$ cat src/rtl/dlm_pkg.sv
package dlm_pkg;

  // What a deadline cell does with its table index on a given cycle.
  typedef enum logic [1:0] {
    IDX_HOLD  = 2'd0,
    IDX_STEP  = 2'd1,
    IDX_CLEAR = 2'd2
  } idx_act_e;

endpackage

$ cat src/rtl/dlm_round_timer.sv
module dlm_round_timer #(
  parameter int TIME_W = 16
) (
  input  logic              clk,
  input  logic              rst,
  input  logic              tick_i,
  input  logic [TIME_W-1:0] round_len_i,
  output logic [TIME_W-1:0] pos_o,
  output logic              wrap_o
);

  logic [TIME_W-1:0] pos_q;

  // The tick taken at the last position of the round closes it.
  assign wrap_o = tick_i && (pos_q == round_len_i - TIME_W'(1));
  assign pos_o  = pos_q;

  always_ff @(posedge clk) begin
    if (rst) begin
      pos_q <= '0;
    end else if (tick_i) begin
      if (wrap_o) pos_q <= '0;
      else        pos_q <= pos_q + TIME_W'(1);
    end
  end

endmodule

$ cat src/rtl/dlm_delta_table.sv
module dlm_delta_table #(
  parameter int NUM_TASKS = 4,
  parameter int MAX_DL    = 4,
  parameter int TIME_W    = 16,
  localparam int TASK_W   = $clog2(NUM_TASKS),
  localparam int IDX_W    = $clog2(MAX_DL),
  localparam int DEPTH    = NUM_TASKS * MAX_DL
) (
  input  logic                     clk,
  input  logic                     rst,
  input  logic                     we_i,
  input  logic [TASK_W-1:0]        task_i,
  input  logic [IDX_W-1:0]         idx_i,
  input  logic [TIME_W-1:0]        data_i,
  output logic [DEPTH*TIME_W-1:0]  rows_o
);

  logic [TIME_W-1:0] mem [DEPTH];
  logic [TASK_W+IDX_W-1:0] waddr;

  assign waddr = {task_i, idx_i};

  always_ff @(posedge clk) begin
    if (rst) begin
      for (int i = 0; i < DEPTH; i++) mem[i] <= '0;
    end else if (we_i && (int'(waddr) < DEPTH)) begin
      mem[waddr] <= data_i;
    end
  end

  // Every cell reads all of its own entries at once.
  for (genvar g = 0; g < DEPTH; g++) begin : g_row
    assign rows_o[g*TIME_W +: TIME_W] = mem[g];
  end

endmodule

$ cat src/rtl/dlm_cell.sv
module dlm_cell
  import dlm_pkg::*;
#(
  parameter int MAX_DL  = 4,
  parameter int TIME_W  = 16,
  localparam int IDX_W  = $clog2(MAX_DL)
) (
  input  logic                     clk,
  input  logic                     rst,
  input  logic                     start_i,
  input  logic                     done_i,
  input  logic                     tick_i,
  input  logic                     wrap_i,
  input  logic [TIME_W-1:0]        pos_i,
  input  logic                     mux_en_i,
  input  logic [IDX_W-1:0]         last_idx_i,
  input  logic [MAX_DL*TIME_W-1:0] deltas_i,
  output logic                     fire_o,
  output logic [IDX_W-1:0]         idx_o
);

  logic              armed_q;
  logic [IDX_W-1:0]  idx_q;
  logic [IDX_W-1:0]  cur_idx;
  logic [TIME_W-1:0] cum [MAX_DL];
  logic [TIME_W-1:0] point;
  logic              expire;
  logic              timely;
  idx_act_e          act;

  // Direct mode always sits on entry 0.
  assign cur_idx = mux_en_i ? idx_q : '0;

  // Deadline point for each index: running sum of the distances.
  always_comb begin
    logic [TIME_W-1:0] acc;
    acc = '0;
    for (int k = 0; k < MAX_DL; k++) begin
      acc    = acc + deltas_i[k*TIME_W +: TIME_W];
      cum[k] = acc;
    end
  end

  assign point  = cum[cur_idx];
  assign expire = tick_i && (pos_i == point);
  assign timely = armed_q && done_i;
  assign fire_o = armed_q && !done_i && expire;
  assign idx_o  = cur_idx;

  always_comb begin
    if (!mux_en_i || wrap_i)  act = IDX_CLEAR;
    else if (timely || fire_o) act = (cur_idx >= last_idx_i) ? IDX_CLEAR : IDX_STEP;
    else                      act = IDX_HOLD;
  end

  always_ff @(posedge clk) begin
    if (rst) begin
      armed_q <= 1'b0;
      idx_q   <= '0;
    end else begin
      armed_q <= start_i || (armed_q && !done_i && !expire);
      case (act)
        IDX_CLEAR: idx_q <= '0;
        IDX_STEP:  idx_q <= cur_idx + IDX_W'(1);
        default:   idx_q <= idx_q;
      endcase
    end
  end

endmodule

$ cat src/rtl/dlm_report.sv
module dlm_report #(
  parameter int NUM_TASKS = 4,
  parameter int IDX_W     = 2,
  localparam int TASK_W   = $clog2(NUM_TASKS)
) (
  input  logic                       clk,
  input  logic                       rst,
  input  logic [NUM_TASKS-1:0]       fire_i,
  input  logic [NUM_TASKS*IDX_W-1:0] idx_i,
  output logic                       valid_o,
  output logic [TASK_W-1:0]          task_o,
  output logic [IDX_W-1:0]           idx_o,
  output logic [NUM_TASKS-1:0]       mask_o
);

  logic [TASK_W-1:0] sel;
  logic [IDX_W-1:0]  sel_idx;

  // Scan from the top so the lowest firing task is the one kept.
  always_comb begin
    sel     = '0;
    sel_idx = '0;
    for (int t = NUM_TASKS - 1; t >= 0; t--) begin
      if (fire_i[t]) begin
        sel     = TASK_W'(t);
        sel_idx = idx_i[t*IDX_W +: IDX_W];
      end
    end
  end

  always_ff @(posedge clk) begin
    if (rst) begin
      valid_o <= 1'b0;
      task_o  <= '0;
      idx_o   <= '0;
      mask_o  <= '0;
    end else begin
      valid_o <= |fire_i;
      task_o  <= sel;
      idx_o   <= sel_idx;
      mask_o  <= fire_i;
    end
  end

endmodule

$ cat src/rtl/deadline_monitor.sv
module deadline_monitor #(
  parameter int NUM_TASKS = 4,
  parameter int MAX_DL    = 4,
  parameter int TIME_W    = 16,
  localparam int TASK_W   = $clog2(NUM_TASKS),
  localparam int IDX_W    = $clog2(MAX_DL),
  localparam int ROW_W    = MAX_DL * TIME_W
) (
  input  logic                       clk,
  input  logic                       rst,
  input  logic                       tick_i,
  input  logic [TIME_W-1:0]          round_len_i,
  input  logic [NUM_TASKS-1:0]       mux_en_i,
  input  logic [NUM_TASKS*IDX_W-1:0] last_idx_i,
  input  logic                       cfg_we_i,
  input  logic [TASK_W-1:0]          cfg_task_i,
  input  logic [IDX_W-1:0]           cfg_idx_i,
  input  logic [TIME_W-1:0]          cfg_delta_i,
  input  logic [NUM_TASKS-1:0]       start_i,
  input  logic [NUM_TASKS-1:0]       done_i,
  output logic                       viol_valid_o,
  output logic [TASK_W-1:0]          viol_task_o,
  output logic [IDX_W-1:0]           viol_idx_o,
  output logic [NUM_TASKS-1:0]       viol_mask_o
);

  logic [TIME_W-1:0]          pos;
  logic                       wrap;
  logic [NUM_TASKS*ROW_W-1:0] rows;
  logic [NUM_TASKS-1:0]       fire;
  logic [NUM_TASKS*IDX_W-1:0] cell_idx;

  dlm_round_timer #(.TIME_W(TIME_W)) u_timer (
    .clk         (clk),
    .rst         (rst),
    .tick_i      (tick_i),
    .round_len_i (round_len_i),
    .pos_o       (pos),
    .wrap_o      (wrap)
  );

  dlm_delta_table #(
    .NUM_TASKS (NUM_TASKS),
    .MAX_DL    (MAX_DL),
    .TIME_W    (TIME_W)
  ) u_table (
    .clk    (clk),
    .rst    (rst),
    .we_i   (cfg_we_i),
    .task_i (cfg_task_i),
    .idx_i  (cfg_idx_i),
    .data_i (cfg_delta_i),
    .rows_o (rows)
  );

  for (genvar t = 0; t < NUM_TASKS; t++) begin : g_cell
    dlm_cell #(.MAX_DL(MAX_DL), .TIME_W(TIME_W)) u_cell (
      .clk        (clk),
      .rst        (rst),
      .start_i    (start_i[t]),
      .done_i     (done_i[t]),
      .tick_i     (tick_i),
      .wrap_i     (wrap),
      .pos_i      (pos),
      .mux_en_i   (mux_en_i[t]),
      .last_idx_i (last_idx_i[t*IDX_W +: IDX_W]),
      .deltas_i   (rows[t*ROW_W +: ROW_W]),
      .fire_o     (fire[t]),
      .idx_o      (cell_idx[t*IDX_W +: IDX_W])
    );
  end

  dlm_report #(.NUM_TASKS(NUM_TASKS), .IDX_W(IDX_W)) u_report (
    .clk     (clk),
    .rst     (rst),
    .fire_i  (fire),
    .idx_i   (cell_idx),
    .valid_o (viol_valid_o),
    .task_o  (viol_task_o),
    .idx_o   (viol_idx_o),
    .mask_o  (viol_mask_o)
  );

endmodule

$ cat config.mk
export PLATFORM = sky130hd
export DESIGN_NAME = deadline_monitor
export DESIGN_NICKNAME = d
export VERILOG_FILES = /design/src/rtl/dlm_pkg.sv /design/src/rtl/dlm_round_timer.sv /design/src/rtl/dlm_delta_table.sv /design/src/rtl/dlm_cell.sv /design/src/rtl/dlm_report.sv /design/src/rtl/deadline_monitor.sv
export SDC_FILE = /design/constraint.sdc
export NUM_CORES = 1
export LEC_CHECK = 0
export ABC_CLOCK_PERIOD_IN_PS = 7400
export BUFFER_PORTS_ARGS = -buffer_cell sky130_fd_sc_hd__buf_2
export CORE_MARGIN = 2
export CORE_UTILIZATION = 55
export CTS_CLUSTER_DIAMETER = 150
export DETAILED_ROUTE_END_ITERATION = 8
export PLACE_DENSITY = 0.72
export SETUP_SLACK_MARGIN = 0.3
export SYNTH_ARGS = -nofsm -noshare
export SYNTH_HDL_FRONTEND = slang
export SYNTH_SLANG_ARGS = --single-unit
$ cat constraint.sdc
create_clock -name clk -period 7.4 [get_ports clk]
set_input_delay 1.48 -clock clk [delete_from_list [all_inputs] [get_ports clk]]
set_output_delay 1.48 -clock clk [all_outputs]
set_load 0.02 [all_outputs]
; Yosys cells after proc, flatten, opt, wreduce, memory -nomap -nowiden
; Memory sizes are Yosys's and may differ from the RTL's.
; Index checks and enable logic that the tools add are counted.
[word_totals]
ff_bits = 37
out_inout_bits = 9
ram_bits = 256
inputBits = 60
wordCells = 159
mem_count = 1
[memory_table]
columns = memory, words, word_bits, rd, rd_clocked_by_memory_dff, write_ports, line_no
row1 = u_table.mem, 16, 16, 16, 0, 16, dlm_delta_table.sv:18  ; logic [TIME_W-1:0] mem [DEPTH];
[classes]
bitwise_logic = 4
reduce_logical = 53
order_cmp = 8
eq_ne = 13
muxes = 48
add_sub_neg = 18
[op_table]
columns = operator, n
row1 = $add 16x16->16, 12
row2 = $mux 16, 10
row3 = $bmux 16 s2, 4
row4 = $eq 16x16->1, 5
row5 = $mux 2, 22
row6 = $logic_and 1x1->1, 21
row7 = $add 16x1->16 const B, 1
row8 = $pmux 2 s2, 4
row9 = $reduce_or 16->1, 1
row10 = $sub 16x1->16 const B, 1
row11 = $ge 3x3->1 const B, 4
row12 = $logic_not 1->1, 12
row13 = $logic_or 1x1->1, 12
row14 = $not 2->3, 4
row15 = $add 2x1->2 const B, 4
row16 = $eq 2x1->1 const B, 4
row17 = $eq 2x2->1 const B, 4
row18 = $ge 2x2->1, 4
row19 = $reduce_bool 2->1, 4
row20 = $mux 1, 7
row21 = $mux 4, 1
row22 = $reduce_or 4->1, 1
row23 = $reduce_or 3->1, 1
row24 = $reduce_or 2->1, 1

; Longest topological paths before layout
; An unclocked memory read counts as a cell.
[logic_depth]
depth_word = 15
mapped_depth = 35
mapped_depth_nobuf = 34

; By module
; From an unflattened synthesis, not the netlist that was laid out.
[hier_totals]
cells_unflattened = 2860
hier_area_um2 = 25471.9
[by_module_without_submodules]
columns = module, area_each_um2, seq_area_each_um2, instances, cells_each
row1 = dlm_delta_table, 9643.0, 7687.4, 1, 632
row2 = dlm_cell at g_cell[3].u_cell, 3828.7, 60.1, 1, 551
row3 = dlm_cell at g_cell[1].u_cell, 3575.9, 60.1, 1, 520
row4 = dlm_cell at g_cell[0].u_cell, 3532.1, 60.1, 1, 501
row5 = dlm_cell at g_cell[2].u_cell, 3311.9, 60.1, 1, 466
row6 = dlm_round_timer, 1272.5, 320.3, 1, 160
row7 = dlm_report, 307.8, 180.2, 1, 30

; Least setup slack after synthesis
; No wires, ideal clock.
[synth_path]
path_type = register -> register
start = memory u_table.mem[4][0]
end = register g_cell[1].u_cell.idx_q[1]
n_path_buf = 1
t_required_ns = 7.329
setup_slack_ns = 0.953
path_stages_with_launch = 31
arrival_time_ns = 6.377
synth_period_minus_slack_ns = 6.447
setup_ns = 0.071
cell_sequence = edfxtp_1 > ha_1 > inv_1 > fa_1 > nor2b_1 > o211ai_1 > a21boi_0 > nor2_1 > xnor2_1 > ha_1 > buf_2 > a21oi_1 > o211ai_1 > and2_1 > xnor2_1 > ha_1 > a21o_1 > o311ai_4 > a311oi_1 > or4_1 > and3_1 > and3_1 > a2111o_1 > or4_4 > nor2_1 > o21ai_0 > o21ba_2 > ha_1 > nor2b_1 > nand2_1 > a21oi_1
[synth_lines]
columns = item, line_no
row1 = from (decl), dlm_delta_table.sv:18
row2 = to (signal assigned), dlm_cell.sv:64  ; IDX_STEP: idx_q <= cur_idx + IDX_W'(1);
row3 = to (signal assigned), dlm_cell.sv:65  ; default: idx_q <= idx_q;
row4 = to (decl), dlm_cell.sv:23  ; logic [IDX_W-1:0] idx_q;

==> impl_metrics.csv <==
group,metric,value,unit
timing,period_needed,6.86,ns
synth,synth.top_cell.area_share,31.0,%
clock_tree,htreeDepth,2,
timing,relSlewSlack,11.7,%
synth,ys_warn_count,0,
global_route,grt_pass1_wl,123,mm
clock_tree,cts_sinks,293,
critical_path,worst-endpoint-required,7.90,ns
power,p_leak,10.7,nW
job,maxCapViolCount,0,
clock_tree,clk_latency,0.57,ns
layout,fillers,3802,
power,power.share.combinational,47.8,%
power,clock_power_share,25.7,%
power,p_seq_share,26.5,%
synth,synth_compound_area_share,19.8,%
global_route,antenna_found_initial,11,
synth,async_reset_ff_share,0,%
layout,regArea,0.00843,mm2
timing,setup_viol,0,
global_route,grt_pass1_vias,21500,
floorplanning,die_w,216,um
drt,wl_per_cell,23.8,um
floorplanning,core,0.0444,mm2
synth,synth_top_flop_cell,"edfxtp_1",
synth,synth.area.mux_share,1.90,%
power,p_int,0.00441,W
synth,syn_inst,2760,
timing,drv_slew,0,
floorplanning,rows,77,
drt,initialDrtViolationCount,1970,
clock_tree,cts_tree,"built",
floorplanning,io_pins,69,
timing,skew,0.0252,ns
synth,syn-num-nets,3030,
power,report.power.total,0.00731,W
critical_path,cp_common_cell,"a21oi_1",
critical_path,path_buf_inv,1,
clock_tree,numCtsBuffers,37,
global_route,grt_util_all_layers,34.1,%
global_route,grt_max_degree,24,
drt,vias_per_cell,6.48,
synth,synth-seq-cells,293,
drt,firstDrtPassIters,6,
timing,max_freq,0.146,GHz
critical_path,path_max_fanout,5,
timing,hold_viol,0,
layout,multi_input_area,0.0161,mm2
drt,wl,81.5,mm
power,vdd_drop_max,0.215,mV
floorplanning,die_area,0.0468,mm2
timing,worst_pin_slew,1.32,ns
synth,synth_edf_count,256,
global_route,gr-total-overflow,0,
synth,synthAdderAreaFrac,11.0,%
critical_path,critPathKind,"reg2reg",
outcome,outcome,"finished clean",
clock_tree,clkTransAtPathRegs,0.06,ns
critical_path,cp_slowest_cell,"fa_1",
timing,post-route-period-util,92.7,%
synth,ys_top_cells_by_area,"edfxtp_1 (31%), ha_1 (10%), and2_1 (7.0%)",
critical_path,cp.arrival,7.36,ns
layout,final_area,0.0277,mm2
floorplanning,initial_core_util,55.8,%
synth,synthXorXnorAreaFrac,7.75,%
synth,yosysTopAreaCell,"edfxtp_1",
synth,synthesis.area,0.0248,mm2
critical_path,crit_family,"compound AO/OA/AOI/OAI gates",
power,p_switching,0.00290,W
clock_tree,hold_buffers,0,
synth,yosysSeqAreaShare,34.0,%
placed_design,hpwl,58.7,mm
synth,synth_cell_type_count,89,
critical_path,critPathMaxStageDelay,0.39,ns
clock_tree,clk_path_buf_depth,3,
min_path,hp-class,"reg2reg",
drt,drc,0,
critical_path,worstSetupEndpointType,"register",
drt,postRouteAntennaNets,0,
synth,synth_top_family_by_area,"simple AND/OR/NAND/NOR gates",
power,pwr_density_cell,264,mW/mm2
layout,layout-drive-gt1-share,11.8,%
synth,yosys.area_share.simple,22.2,%
floorplanning,die_h,216,um
placed_design,gp_congestion,0.965,
clock_tree,root_buffer,"clkbuf_16",
critical_path,cp-start-kind,"register",
timing,rsz0062_at_grt,"yes",
placed_design,placed_cell_area,0.0257,mm2
placed_design,io_buffers,68,
layout,syn_to_final_growth,11.6,%
synth,syn_avg_cell_area,8.99,um2
power,sw_frac_of_total,39.7,%
layout,nNetsFinal,3069,
drt,num_vias,22200,
## path summary, 6_finish.rpt
path / from / to / slack (ns) / cells past startpoint
hold / removal: g_cell[2].u_cell.armed_q / g_cell[2].u_cell.armed_q / 0.67 / 3
setup / recovery: u_table.mem[0][0] / g_cell[0].u_cell.idx_q[1] / 0.54 / 32
hold reg to reg: g_cell[2].u_cell.armed_q / g_cell[2].u_cell.armed_q / 0.67 / 3
setup reg to reg: u_table.mem[0][0] / g_cell[0].u_cell.idx_q[1] / 0.54 / 32
## synthesized netlist by cell type (9+ instances only)
cell	instances
a2111oi_0	17
a211o_1	12
a211oi_1	30
a21boi_0	10
a21o_1	41
a21oi_1	193
a221oi_1	10
a22oi_1	10
a31oi_1	37
and2_1	276
and3_1	28
and4_1	10
clkbuf_1	112
dfxtp_1	37
edfxtp_1	256
fa_1	12
ha_1	198
inv_1	96
mux2_2	9
mux2i_1	37
nand2_1	154
nand2b_1	43
nand3_1	56
nand3b_1	11
nand4_1	26
nor2_1	241
nor2b_1	21
nor3_1	62
nor4_1	25
o2111ai_1	9
o211a_1	9
o211ai_1	39
o21a_1	38
o21ai_0	122
o221ai_1	17
o22ai_1	35
o311ai_0	9
o32ai_1	11
or2_2	22
or3_1	25
or4_1	12
xnor2_1	123
xor2_1	86
## cell families (layout without fill, tap and decap cells)
family / count (synthesis) / in the layout
AO/OA/AOI/OAI: 734 / 734
XOR/XNOR: 213 / 213
adder cells (fa/ha/maj): 210 / 210
buffers and inverters: 225 / 290
flip-flops: 293 / 293
multiplexers: 46 / 46
other: 0 / 7
AND/OR/NAND/NOR: 1039 / 1039
## worst min-delay path: cells and delay by family (launching register included)
| kind | cells | cell delay [ns] |
|---|---|---|
| simple gates | 2 | 0.15 |
| compound gates | 1 | 0.16 |
| flops | 1 | 0.33 |
## what timing repair did
action | CTS | global route
setup buffers | 0 | 18
setup endpoints to repair | 9 | 12
pin swaps | 3 | 36
resized for setup | 19 | 112
## registers in the layout, summed over array words and instances, names as in the netlist
register and count:
u_table.mem 256, u_timer.pos_o 16, g_cell.u_cell.idx_q 8, g_cell.u_cell.armed_q 4
u_report.mask_o 4, u_report.idx_o 2, u_report.task_o 2, u_report.valid_o 1
## cells in the final DEF (no fill, tap or decap), types with 25 or more instances in the layout
cell type / instances
o22ai_1: 34
buf_2: 68
xnor2_1: 119
o21a_1: 38
ha_1: 178
and2_1: 275
edfxtp_1: 256
nor3_1: 59
nor2_1: 239
or3_1: 25
nand3_1: 54
o211ai_1: 39
a21o_1: 41
and3_1: 28
buf_4: 57
clkbuf_16: 37
nand2_1: 153
xor2_1: 83
dfxtp_1: 37
inv_1: 96
nand2b_1: 42
o21ai_0: 99
nand4_1: 26
a21oi_1: 177
a31oi_1: 33
o21ai_1: 25
mux2i_1: 37
## final cells by class
cell class | instances | share of cell area (%)
inverter | 99 | 1.34
clock inverter | 25 | 1.00
sequential | 293 | 30.5
timing repair buffer | 126 | 2.85
antenna | 7 | 0.0633
clock buffer | 40 | 3.42
multi-input combinational | 2242 | 58.2
tap | 592 | 2.68
## routing by layer
layer  vias up  part of all wire [%]  global-route usage [%]
li1      10300                     -                       -
met1     10600                    40                    42.9
met2      1024                    45                    54.8
met3       285                   8.9                    6.98
met4         2                   6.3                    19.3
met5         -                 0.012                       0
## through the flow
stage	util, %	TNS (ns)	hold WS, ns	setup slack, ns	std cells
6_report	62.3	0	0.674	0.540	3424
2_1_floorplan	-	0	0.523	0.953	2760
3_5_place_dp	57.9	-0.151	0.658	-0.0892	3334
3_3_place_gp	57.9	0	0.642	0.171	3334
4_1_cts	60.8	0	0.666	0.307	3399
5_1_grt	62.3	0	0.725	0.216	3418
## power groups by stage
stage,combinational [W],sequential [W],clock [W]
2_1_floorplan,0.00244,0.00194,0
3_3_place_gp,0.00308,0.00197,0
3_5_place_dp,0.00315,0.00197,0
4_1_cts,0.00320,0.00193,0.00189
5_1_grt,0.00381,0.00194,0.00194
6_report,0.00349,0.00194,0.00187
No activity file was read; power rests on OpenSTA's default activity.
